--- src/rtl/clkstop_ctl.sv ---
module clkstop_ctl #(
  parameter int N_PCI    = 4,
  parameter int N_CPU    = 2,
  parameter int PCI_HALF = 4,
  parameter int CPU_HALF = 2,
  parameter int CFG_W    = 8
) (
  input  logic             clk,
  input  logic             rst_n,
  input  logic             pci_stop_n,
  input  logic             cpu_stop_n,
  input  logic             cfg_we,
  input  logic [1:0]       cfg_addr,
  input  logic [CFG_W-1:0] cfg_wdata,
  output logic [N_PCI-1:0] pci_clk,
  output logic [N_CPU-1:0] cpu_t,
  output logic [N_CPU-1:0] cpu_c
);
  localparam int PW = (2*PCI_HALF > 2) ? $clog2(2*PCI_HALF) : 1;
  localparam int CW = (2*CPU_HALF > 2) ? $clog2(2*CPU_HALF) : 1;

  logic [PW-1:0] pci_cnt;
  logic [CW-1:0] cpu_cnt;
  logic [1:0] pci_sync, cpu_sync;
  logic [N_PCI-1:0] pci_en, pci_free, pci_run;
  logic [N_CPU-1:0] cpu_en, cpu_free, cpu_run, cpu_park;
  logic pci_end, cpu_end, pci_hi, cpu_hi;

  assign pci_end = pci_cnt == PW'(2*PCI_HALF-1);
  assign cpu_end = cpu_cnt == CW'(2*CPU_HALF-1);
  assign pci_hi  = pci_cnt < PW'(PCI_HALF);
  assign cpu_hi  = cpu_cnt < CW'(CPU_HALF);

  always_ff @(posedge clk) begin
    if (!rst_n) begin
      pci_cnt <= '0;
      cpu_cnt <= '0;
    end else begin
      pci_cnt <= pci_end ? '0 : pci_cnt + 1'b1;
      cpu_cnt <= cpu_end ? '0 : cpu_cnt + 1'b1;
    end
  end

  always_ff @(posedge clk) begin
    if (!rst_n) begin
      pci_sync <= 2'b11;
      cpu_sync <= 2'b11;
    end else begin
      pci_sync <= {pci_sync[0], pci_stop_n};
      cpu_sync <= {cpu_sync[0], cpu_stop_n};
    end
  end

  always_ff @(posedge clk) begin
    if (!rst_n) begin
      pci_en   <= '0;
      pci_free <= '0;
      cpu_en   <= '0;
      cpu_free <= '0;
    end else if (cfg_we) begin
      case (cfg_addr)
        2'd0: pci_en   <= cfg_wdata[N_PCI-1:0];
        2'd1: pci_free <= cfg_wdata[N_PCI-1:0];
        2'd2: cpu_en   <= cfg_wdata[N_CPU-1:0];
        default: cpu_free <= cfg_wdata[N_CPU-1:0];
      endcase
    end
  end

  always_ff @(posedge clk) begin
    if (!rst_n) begin
      pci_run  <= '0;
      cpu_run  <= '0;
      cpu_park <= '0;
    end else begin
      if (pci_end)
        pci_run <= pci_en & (pci_free | {N_PCI{pci_sync[1]}});
      if (cpu_end) begin
        cpu_run  <= cpu_en & (cpu_free | {N_CPU{cpu_sync[1]}});
        cpu_park <= cpu_en & ~cpu_free & {N_CPU{~cpu_sync[1]}};
      end
    end
  end

  always_ff @(posedge clk) begin
    if (!rst_n) begin
      pci_clk <= '0;
      cpu_t   <= '0;
      cpu_c   <= '0;
    end else begin
      pci_clk <= pci_run & {N_PCI{pci_hi}};
      cpu_t   <= (cpu_run & {N_CPU{cpu_hi}}) | cpu_park;
      cpu_c   <= cpu_run & {N_CPU{~cpu_hi}};
    end
  end
endmodule

--- config.mk ---
export PLATFORM = sky130hd
export DESIGN_NAME = clkstop_ctl
export DESIGN_NICKNAME = d
export VERILOG_FILES = /design/src/rtl/clkstop_ctl.sv
export SDC_FILE = /design/constraint.sdc
export NUM_CORES = 1
export LEC_CHECK = 0
export ABC_AREA = 1
export BUFFER_PORTS_ARGS = -buffer_cell sky130_fd_sc_hd__buf_2
export CELL_PAD_IN_SITES_DETAIL_PLACEMENT = 2
export CELL_PAD_IN_SITES_GLOBAL_PLACEMENT = 2
export CORE_MARGIN = 2
export CORE_UTILIZATION = 34
export CTS_CLUSTER_DIAMETER = 100
export CTS_CLUSTER_SIZE = 10
export DETAILED_ROUTE_END_ITERATION = 8
export PLACE_DENSITY_LB_ADDON = 0.15
export SLEW_MARGIN = 40
export SYNTH_ARGS = -nofsm -noshare
export SYNTH_HDL_FRONTEND = slang
export SYNTH_SLANG_ARGS = --single-unit
--- constraint.sdc ---
create_clock -name clk -period 3.15 [get_ports clk]
set_clock_uncertainty 0.05 [all_clocks]
set_input_delay 0 -clock clk [delete_from_list [all_inputs] [get_ports clk]]
set_output_delay 0 -clock clk [all_outputs]
set_load 0.05 [all_outputs]
==> summary by stage, run 1 <==
Synth
The sequential element share of the synthesized area is 53.8%. The post-synthesis cell count is 168. Counting distinct cell types in the post-synthesis netlist gives 16. The mean instance size in the synthesized netlist is 8.19 µm². When the netlist entered floorplanning its net count stood at 186. During synthesis, Yosys emitted a total of 0 warnings. Synthesis inferred 37 register bits. The mapped netlist covers 1380 µm².

Power
Internal power comes to 0.828 mW. In this run the power density over the cells is 624 nW/µm². The fraction of power spent switching nets is 21.1%. The peak supply drop is 0.205 mV. The power spent charging and discharging nets is 0.222 mW.

The leakage power summed over all cells is 0.781 nW. Registers are responsible for 47.3% of the overall power. Per report_power, the combinational group accounts for 7.0% of the total. The clock network fraction of design power is 45.8%.

Placed design
The HPWL reported at the end of detailed placement is 2370 µm. The count of input and output buffers is 18. The final weighted congestion in routability-driven placement is 0.688. The placement-stage cell area is 1490 µm². The total placed cells including tap cells is 232.

Clocking
The clock reaches the later pin of the worst-skew pair after 280 ps. The post-cts repair resize count is 0. The clock edge transition at the registers on the reported setup and hold paths is 70 ps. TritonCTS built the clock tree.

Counting the buffers created by CTS gives 5. The number of sinks driven by the clock tree is 37. The clock root buffer is clkbuf_8. The maximum root-to-sink buffer count is 2.

The clock tree synthesis step divided the H-tree into 2 levels.

Routing
For this block, the initial DRC count from the detailed router was 30. In the routed layout, each cell is associated on average with a via count of 4.61. The post-detailed-route DRC marker count is 0. For this block, the via count after detailed routing is 1,133. Before antenna repair, the detailed router went through 2 iterations. The sum of routed wire length over all layers is 3260 µm. The detailed-route wire length per cell is 13.3 µm.

The post-detailed-route count of antenna-violating nets is 0.

Global route
The total overflow left after global routing is 0. The largest net degree at the start of global routing is 22. The via count of the first global-routing pass was 1,140.

The wire length of the first global-routing pass is 5340 µm. The total global-route track usage is 16.4%. The initial antenna violation count is 0.

STA
Setup repair after global routing left no endpoint under its margin. The transition time at the pin with the least slew margin is 413 ps. The count of endpoints failing hold in the final timing report is 0. Headroom to the max-slew limit came out at 72.5%. The post-layout minimum cycle time is 1250 ps. The final-layout setup total negative slack is 0 ps.

The highest clock rate is 801 MHz. The final count of pins violating max slew is 0. The ratio of final minimum period to clock period is 39.7%.

Setup violations remaining at the end of the flow were counted as 0.

Setup path
The maximum net fanout on the critical path is 7. Walking the worst path, the cells encountered are ha_1, ha_1, inv_1, nand2_2, o22ai_1. The standard cell with the maximum stage delay on the critical path is dfxtp_1. The element type at the critical path start is a flop. The worst setup path is captured at a flop. For the worst flop-to-flop path, the logic depth is 5. The critical path is of the reg2reg type. At the worst endpoint, the required time is 3310 ps. The cell that appears most often on the critical path is ha_1. The critical path arrival is 1410 ps. The longest individual stage delay on the worst path is 320 ps.

Min path
Counting instances, the worst hold path has a depth of 4. The classification of the worst-slack hold path is in2reg.

Layout
Of the cells placed in the final design, the portion with a size suffix greater than 1 is 18.9%. After filler insertion, the fill cell instance count of the layout stands at 449. In the layout the commonest cells are dfxtp_1 (37), inv_1 (31), nor2_1 (30). The final cell count without fillers is 246. From synthesis to final layout, the design area changed by 22.2%. The commonest non-fill, non-tap cell in the layout is dfxtp_1. The number of nets in the final layout is 213. The final standard cell area without fillers is 1680 µm². The number of antenna diodes in the final layout is 0.

Floorplanning
23 I/O pins were placed. Row generation in the floorplan step produced 23 rows. The area of the placeable core is 3940 µm². The full die area is 4570 µm². The floorplan die width is 67.6 µm. For this configuration, the core starts out at a cell density of 34.9%.

The height of the die is 67.6 µm.

Run status
The run finished with clean final reports.

Job
The max-cap violation count is 0.
-- per-stage QoR --
stage | utilization [%] | hold WS [ps] | worst slack (ps) | total power [mW]
detailed placement | 37.7 | 145 | 1900 | 0.576
global route | 42.7 | 83.9 | 1800 | 1.09
global placement | 37.7 | 138 | 1950 | 0.567
CTS | 42.7 | 57.2 | 1880 | 1.06
floorplan | - | 56.6 | 2060 | 0.552
finish | 42.7 | 57.5 | 1900 | 1.05
-- power groups by stage --
stage,clock network (mW),logic (mW),registers [mW]
after floorplan,0,0.0487,0.503
after global routing,0.510,0.0857,0.498
after global placement,0,0.0615,0.505
after detailed placement,0,0.0687,0.507
final,0.480,0.0731,0.496
after CTS,0.491,0.0757,0.496
-- cell type report --
type	count	area, µm²	share of cell area (%)
sequential	37	741	44.0
multi-input combinational	96	478	28.4
timing repair buffer	24	150	8.93
inverter	31	116	6.92
clock buffer	5	68.8	4.09
clock inverter	3	65.1	3.87
tap	50	62.6	3.72
-- worst paths after layout --
| path | slack [ps] | endpoint | start |
|---|---|---|---|
| worst max-delay path | 1900 | pci_run[2] | pci_cnt[0] |
| worst max register to register | 1900 | pci_run[2] | pci_cnt[0] |
| worst min-delay path | 60 | cpu_free[1] | cfg_addr[0] |
| worst min register to register | 370 | pci_sync[1] | pci_sync[0] |
-- synth_stat cells, drive strengths merged --
master / number / area (µm²)
dfxtp: 37 / 741
inv: 31 / 116
a21oi: 6 / 30.0
buf: 4 / 41.3
or2: 4 / 25.0
o22ai: 8 / 50.1
nor2: 32 / 130
nand2: 24 / 95.1
nor3: 6 / 30.0
nand3: 13 / 80.1
ha: 3 / 37.5
-- state kept, by name, summed over array words and instances, names as in the netlist --
| register | count |
|---|---|
| cpu_cnt | 2 |
| pci_en | 4 |
| cpu_t | 2 |
| pci_run | 4 |
| pci_sync | 2 |
| cpu_sync | 2 |
| cpu_en | 2 |
| pci_free | 4 |
| cpu_run | 2 |
| cpu_park | 2 |
| pci_clk | 4 |
| pci_cnt | 3 |
| cpu_c | 2 |
| cpu_free | 2 |
-- routing by layer --
metal	global-route usage (%)	routed length, µm	vias to the layer above
li1	-	-	566
met1	18.3	1350	543
met3	4.00	123	6
met2	28.8	1730	18
met4	8.42	63	0
met5	0	0	-
-- cells by family after synthesis --
group           after synthesis  share of synthesized area (%)
compound gates               14                           5.82
fa+ha+maj                     3                           2.73
buf+inv                      35                           11.5
simple gates                 79                           26.2
flops                        37                           53.8
-- critical path, delay by kind of cell, from the launching register on --
family	cells	cell delay (ps)
fa+ha+maj	2	450
flops	1	320
compound gates	1	180
simple gates	1	100
buf+inv	1	90
-- timing repair --
action,4_1_cts,5_1_grt
buffers inserted,0,0
hold endpoints to repair,10,0
hold buffers,6,0
Note: power is estimated with default switching activity, not from simulation.
==> run 2, diff against run 1 <==
--- a/config.mk
+++ b/config.mk
@@ -10,7 +10,7 @@
 export CELL_PAD_IN_SITES_DETAIL_PLACEMENT = 2
 export CELL_PAD_IN_SITES_GLOBAL_PLACEMENT = 2
 export CORE_MARGIN = 2
-export CORE_UTILIZATION = 34
+export CORE_UTILIZATION = 28
 export CTS_CLUSTER_DIAMETER = 100
 export CTS_CLUSTER_SIZE = 10
 export DETAILED_ROUTE_END_ITERATION = 8
==> constraint.sdc (replaced) <==
create_clock -name clk -period 1.13 [get_ports clk]
set_clock_uncertainty 0.05 [all_clocks]
set_input_delay 0 -clock clk [delete_from_list [all_inputs] [get_ports clk]]
set_output_delay 0 -clock clk [all_outputs]
set_load 0.05 [all_outputs]
==> run 2 against run 1 <==
Effect of this change:
- worst hold slack got worse by 5.1 ps
- critical endpoint unchanged
- clock-buffer cell count rose by 2
- critical path type unchanged
- first-iteration DRC count shrank 33%
- critical path depth stayed put
- die area up 20%
- clock power is 110% higher
- largest cell class unchanged
==> summary by stage, run 2 (same netlist as run 1, synthesis figures left out) <==
Run status
Result of the run: completed (unchanged).

Placed design
The worst slack after detailed placement was -85.6 ps (was 1900 ps). The placement-stage cell area was 1530 µm² (was 1490 µm²). The count of input and output buffers is 18 (unchanged). The HPWL reported at the end of detailed placement is 2360 µm (was 2370 µm). The final weighted congestion in routability-driven placement is 0.747 (was 0.688). The total placed cells including tap cells is 252 (was 232).

Layout
The layout overhead on the synthesized area is 28.0% (was 22.2%). The utilization after layout is 37.3% (was 42.7%). The number of antenna diodes is 0 (unchanged). The number of nets in the final layout was 216 (was 213). The final cell count without fillers is 266 (was 246). The share of final-layout standard cells stronger than drive strength 1 came to 24.6% (was 18.9%). The final standard cell area without fillers is 1760 µm² (was 1680 µm²). The number of fillers in the final layout is 547 (was 449). Commonest cells after routing, fill and taps aside: dfxtp_1 (35), inv_1 (30), nor2_1 (30) (was dfxtp_1 (37), inv_1 (31), nor2_1 (30)).

The commonest non-fill, non-tap cell in the layout was dfxtp_1 (unchanged).

STA
The transition time at the pin with the least slew margin came to 260 ps (was 413 ps). The count of endpoints failing hold in the final timing report was 0 (unchanged). The final-layout setup total negative slack is 0 ps (unchanged).

The ratio of final minimum period to clock period came to 96.4% (was 39.7%). The final count of pins violating max slew was 0 (unchanged). RSZ-0062 raised after global routing: true (was false).

The final setup violation count came to 0 (unchanged). The highest clock rate is 918 MHz (was 801 MHz). The relative max-transition margin came to 82.7% (was 72.5%). The post-layout minimum cycle time came to 1090 ps (was 1250 ps). The smallest hold slack came to 52.4 ps (was 57.5 ps). The final worst-path setup slack is 40.5 ps (was 1900 ps).

Global route
The largest net degree at the start of global routing came to 13 (was 22). The total global-route track usage is 13.5% (was 16.4%). The wire length of the first global-routing pass is 5490 µm (was 5340 µm). The via count of the first global-routing pass came to 1,160 (was 1,140). The initial antenna violation count was 0 (unchanged). The residual overflow from global routing is 0 (unchanged).

Clocking
The number of buffers created by CTS is 5 (unchanged). The number of buffers inserted to repair setup after CTS is 0 (unchanged). The number of sinks driven by the clock tree was 37 (unchanged). The number of levels the H-tree was split into came to 2 (unchanged). The clock edge transition at the registers on the reported setup and hold paths is 70 ps (about the same). The clock root buffer was clkbuf_8 (unchanged). The CTS tree is done (unchanged). The maximum root-to-sink buffer count is 2 (unchanged). The clock latency reported for the late side of the worst-skew pair came to 290 ps (was 280 ps).

Min path
The classification of the worst-slack hold path is in2reg (unchanged).

Setup path
The critical path arrival came to 1260 ps (was 1410 ps). The startpoint-to-endpoint class of the critical path is reg2reg (unchanged). The element type at the critical path start is a flop (unchanged). The required time of the worst setup path came to 1300 ps (was 3310 ps). The critical path capture point type is a flop (unchanged). The maximum net fanout on the critical path is 7 (unchanged). The internal reg-to-reg setup slack came to 40 ps (was 1900 ps).

Routing
The sum of routed wire length over all layers came to 3180 µm (was 3260 µm). The iteration-0 DRC count of the detailed router is 20 (was 30). The post-detailed-route count of antenna-violating nets is 0 (unchanged).

The overall via count from detail_route is 1,129 (was 1,133). The number of search-and-repair iterations in the first detailed-routing pass is 2 (unchanged). The detailed-route wire length per cell was 11.9 µm (was 13.3 µm). The post-detailed-route DRC marker count was 0 (unchanged).

The per-cell via count in the routed design is 4.24 (was 4.61).

Power
The peak supply drop is 0.512 mV (was 0.205 mV). The total power after layout is 2.62 mW (was 1.05 mW). The power density normalized to cell area is 1480 nW/µm² (was 624 nW/µm²). The leakage power summed over all cells is 0.793 nW (was 0.781 nW).

Floorplanning
The boundary pin count is 23 (unchanged). The starting utilization of the core area came to 29.1% (was 34.9%). The area of the placeable core was 4720 µm² (was 3940 µm²).

The height of the die is 74.1 µm (was 67.6 µm). The full die area is 5490 µm² (was 4570 µm²). The floorplan die width came to 74.1 µm (was 67.6 µm). The number of placement rows is 25 (was 23).

Job
The max-cap violation count is 0 (unchanged).
==> run 2: worst max-delay path, cell delays in order (launching register included) <==
cell and delay [ps]:
dfxtp_2 340, ha_4 160, ha_4 170, inv_4 70, nand2_8 60, o22ai_2 160
==> run 2: cell type report <==
type,count,area [µm²],area share [%]
sequential,37,743,42.2
timing repair buffer,27,173,9.80
inverter,31,119,6.75
clock buffer,7,96.3,5.47
multi-input combinational,96,542,30.8
clock inverter,1,5.00,0.284
tap,67,83.8,4.76
==> run 2: worst paths after layout <==
kind,startpoint,endpoint,depth (start not counted)
setup / recovery,pci_cnt[0],pci_run[2],5
hold / removal,rst_n,pci_cnt[1],3
setup reg to reg,pci_cnt[0],pci_run[2],5
hold reg to reg,cpu_sync[0],cpu_sync[1],1
==> run 2: where the power goes <==
group	total, mW	leakage [nW]	switching [mW]	internal (mW)
Sequential	1.39	0.302	0.0317	1.35
Clock	1.01	0.0542	0.455	0.551
Combinational	0.224	0.437	0.131	0.0932
Total	2.62	0.793	0.617	2.00
==> run 2: per-layer routing <==
| metal | GRT usage, % | routed length (µm) | vias up |
|---|---|---|---|
| li1 | - | - | 574 |
| met1 | 17.5 | 1600 | 528 |
| met2 | 20.2 | 1380 | 19 |
| met3 | 4.47 | 124 | 8 |
| met4 | 6.67 | 70 | 0 |
| met5 | 0 | 0 | - |
==> run 2: timing repair <==
| item | 4_1_cts | 5_1_grt |
|---|---|---|
| hold endpoints to repair | 10 | 0 |
| pin swaps | 1 | 3 |
| hold buffers | 6 | 0 |
| gates resized for setup | 6 | 8 |
| setup endpoints to repair | 7 | 4 |
==> run 3, diff against run 2 <==
--- a/config.mk
+++ b/config.mk
@@ -10,7 +10,7 @@
 export CELL_PAD_IN_SITES_DETAIL_PLACEMENT = 2
 export CELL_PAD_IN_SITES_GLOBAL_PLACEMENT = 2
 export CORE_MARGIN = 2
-export CORE_UTILIZATION = 28
+export CORE_UTILIZATION = 31
 export CTS_CLUSTER_DIAMETER = 100
 export CTS_CLUSTER_SIZE = 10
 export DETAILED_ROUTE_END_ITERATION = 8
==> constraint.sdc (replaced) <==
create_clock -name clk -period 1.1 [get_ports clk]
set_clock_uncertainty 0.05 [all_clocks]
set_input_delay 0 -clock clk [delete_from_list [all_inputs] [get_ports clk]]
set_output_delay 0 -clock clk [all_outputs]
set_load 0.005 [all_outputs]
==> run 3 against run 2 <==
Effect of this change:
- the run now ends with setup timing left
- non-clock buffer count did not move
- sequential power hardly changed
- sequential share of layout area increased by 0.78 points
- clock power down 6%
- critical endpoint is now pci_run[1]
- combinational power rose by 3%
- worst hold slack improved by 18 ps
- global-route usage increased by 0.37 points
- clock-buffer cell count is 2 lower
- maximum frequency fell by 2.8%
- flip-flop and latch count unchanged
- cell area shrank 2.0%
- via count increased by 0.89%
==> summary by stage, run 3 (same netlist as run 1, synthesis figures left out) <==
Power
The peak supply drop came to 0.482 mV (was 0.512 mV). The leakage power summed over all cells is 0.780 nW (was 0.793 nW). The power density normalized to cell area is 1510 nW/µm² (was 1480 nW/µm²).

Floorplanning
The full die area was 4990 µm² (was 5490 µm²). The area of the placeable core is 4320 µm² (was 4720 µm²). The height of the die came to 70.6 µm (was 74.1 µm). The boundary pin count is 23 (unchanged). The number of placement rows is 24 (was 25). The floorplan die width is 70.6 µm (was 74.1 µm).

The starting utilization of the core area is 31.8% (was 29.1%).

Setup path
The critical path arrival is 1240 ps (was 1260 ps). The element type at the critical path start was a flop (unchanged). The worst setup path startpoint is pci_cnt[0] (unchanged). The maximum net fanout on the critical path is 4 (was 7). The path depth of the worst reg2reg path is 5 (unchanged). The required time of the worst setup path is 1220 ps (was 1300 ps).

The startpoint-to-endpoint class of the critical path is reg2reg (unchanged). The capturing element of the worst setup path is pci_run[1] (was pci_run[2]). The internal reg-to-reg setup slack was -20 ps (was 40 ps). The endpoint of the worst register-to-register path is pci_run[1] (was pci_run[2]).

The launch point of the worst reg-to-reg path is pci_cnt[0] (unchanged). The critical path capture point type was a flop (unchanged).

Routing
The iteration-0 DRC count of the detailed router is 23 (was 20). The per-cell via count in the routed design is 4.54 (was 4.24). The sum of routed wire length over all layers is 3120 µm (was 3180 µm). The post-detailed-route count of antenna-violating nets came to 0 (unchanged). The post-detailed-route DRC marker count is 0 (unchanged). The number of search-and-repair iterations in the first detailed-routing pass is 3 (was 2). The overall via count from detail_route is 1,139 (was 1,129).

The detailed-route wire length per cell was 12.4 µm (was 11.9 µm).

Layout
The share of final-layout standard cells stronger than drive strength 1 is 24.1% (was 24.6%). The number of nets in the final layout is 216 (unchanged). The area of the multi-input gates is 541 µm² (was 542 µm²). The layout overhead on the synthesized area is 25.5% (was 28.0%). The commonest non-fill, non-tap cell in the layout is dfxtp_1 (unchanged). The number of fillers in the final layout is 490 (was 547). The final standard cell area without fillers is 1730 µm² (was 1760 µm²). The number of antenna diodes came to 0 (unchanged). The sequential cell area is 742 µm² (was 743 µm²). Commonest cells after routing, fill and taps aside: dfxtp_1 (36), inv_1 (30), nor2_1 (30) (was dfxtp_1 (35), inv_1 (30), nor2_1 (30)). The utilization after layout is 39.9% (was 37.3%).

Clocking
The clock edge transition at the registers on the reported setup and hold paths is 80 ps (was 70 ps). The maximum root-to-sink buffer count is 2 (unchanged). The number of buffers created by CTS came to 5 (unchanged).

The clock root buffer is clkbuf_8 (unchanged). The number of sinks driven by the clock tree is 37 (unchanged). The clock latency reported for the late side of the worst-skew pair is 280 ps (was 290 ps).

The number of levels the H-tree was split into is 2 (unchanged). The CTS tree is done (unchanged).

STA
RSZ-0062 raised after global routing: true (unchanged). The final count of pins violating max slew is 0 (unchanged). The ratio of final minimum period to clock period is 102% (was 96.4%). The post-layout minimum cycle time came to 1120 ps (was 1090 ps). The final worst-path setup slack is -20.5 ps (was 40.5 ps). The final setup violation count is 3 (was 0). The highest clock rate was 892 MHz (was 918 MHz). The final-layout setup total negative slack was -48.8 ps (was 0 ps). The relative max-transition margin is 76.5% (was 82.7%). The count of endpoints failing hold in the final timing report is 0 (unchanged). The smallest hold slack is 69.9 ps (was 52.4 ps).

The transition time at the pin with the least slew margin is 352 ps (was 260 ps).

Run status
The final reports fail on setup timing. Result of the run: finished with violations (was completed).

Placed design
The final weighted congestion in routability-driven placement is 0.730 (was 0.747). The HPWL reported at the end of detailed placement was 2390 µm (was 2360 µm). The placement-stage cell area was 1510 µm² (was 1530 µm²). The count of input and output buffers is 18 (unchanged).

Global route
The residual overflow from global routing is 0 (unchanged). The via count of the first global-routing pass is 1,227 (was 1,160). The wire length of the first global-routing pass is 5550 µm (was 5490 µm). The largest net degree at the start of global routing is 14 (was 13). The initial antenna violation count came to 0 (unchanged). The total global-route track usage came to 13.9% (was 13.5%).

Job
The max-cap violation count is 0 (unchanged).

Min path
The classification of the worst-slack hold path is in2reg (unchanged). The count of cells along the worst hold path is 4 (was 3).
## run 3: final cells by class
class | instances | area share, %
Sequential cell | 37 | 43.0
Tap cell | 52 | 3.77
Inverter | 31 | 6.74
Clock inverter | 3 | 1.23
Clock buffer | 5 | 3.99
Multi-Input combinational cell | 96 | 31.3
Timing Repair Buffer | 27 | 10.0
## run 3: how the worst min path moves through the flow
stage | start | endpoint | slack (ps)
floorplan | cpu_stop_n | cpu_sync[0] | 60
global placement | cpu_stop_n | cpu_sync[0] | 140
detailed placement | pci_stop_n | pci_sync[0] | 140
CTS | rst_n | pci_run[1] | 70
global route | rst_n | pci_run[0] | 70
finish | cfg_addr[0] | cpu_free[1] | 70
## run 3: what timing repair did
item / in CTS / in global routing
buffers inserted: 0 / 1
hold buffers: 6 / 0
endpoints found under the hold margin: 10 / 0
setup endpoints to repair: 7 / 7
gates resized for setup: 9 / 3
pin swaps: 0 / 3
## run 3: per-stage QoR
stage               setup WS [ps]  power [mW]  instances
finish                      -20.5        2.60        251
global route                -71.2        2.75        251
CTS                         -7.89        2.64        250
detailed placement           -149        1.65        236
global placement            -53.9        1.63        236
floorplan                    5.65        1.58        168
## run 3: metal layers
layer / part of all wire, % / GRT usage [%] / wire (µm)
met1: 47 / 17.2 / 1480
met2: 49 / 23.9 / 1520
met3: 3.5 / 4.27 / 108
met4: 0.55 / 3.14 / 17
met5: 0 / 0 / 0
## run 3: power by group
part | switching, mW | internal, mW | total (mW) | leakage (nW)
sequential | 0.0322 | 1.39 | 1.42 | 0.302
combinational | 0.138 | 0.0934 | 0.231 | 0.433
clock | 0.498 | 0.449 | 0.947 | 0.0445
## run 3: worst max-delay path: stages (launching register included)
cell and delay, ps:
dfxtp_2 340, ha_4 160, ha_4 170, buf_4 130, nand3_1 100, o22ai_2 60
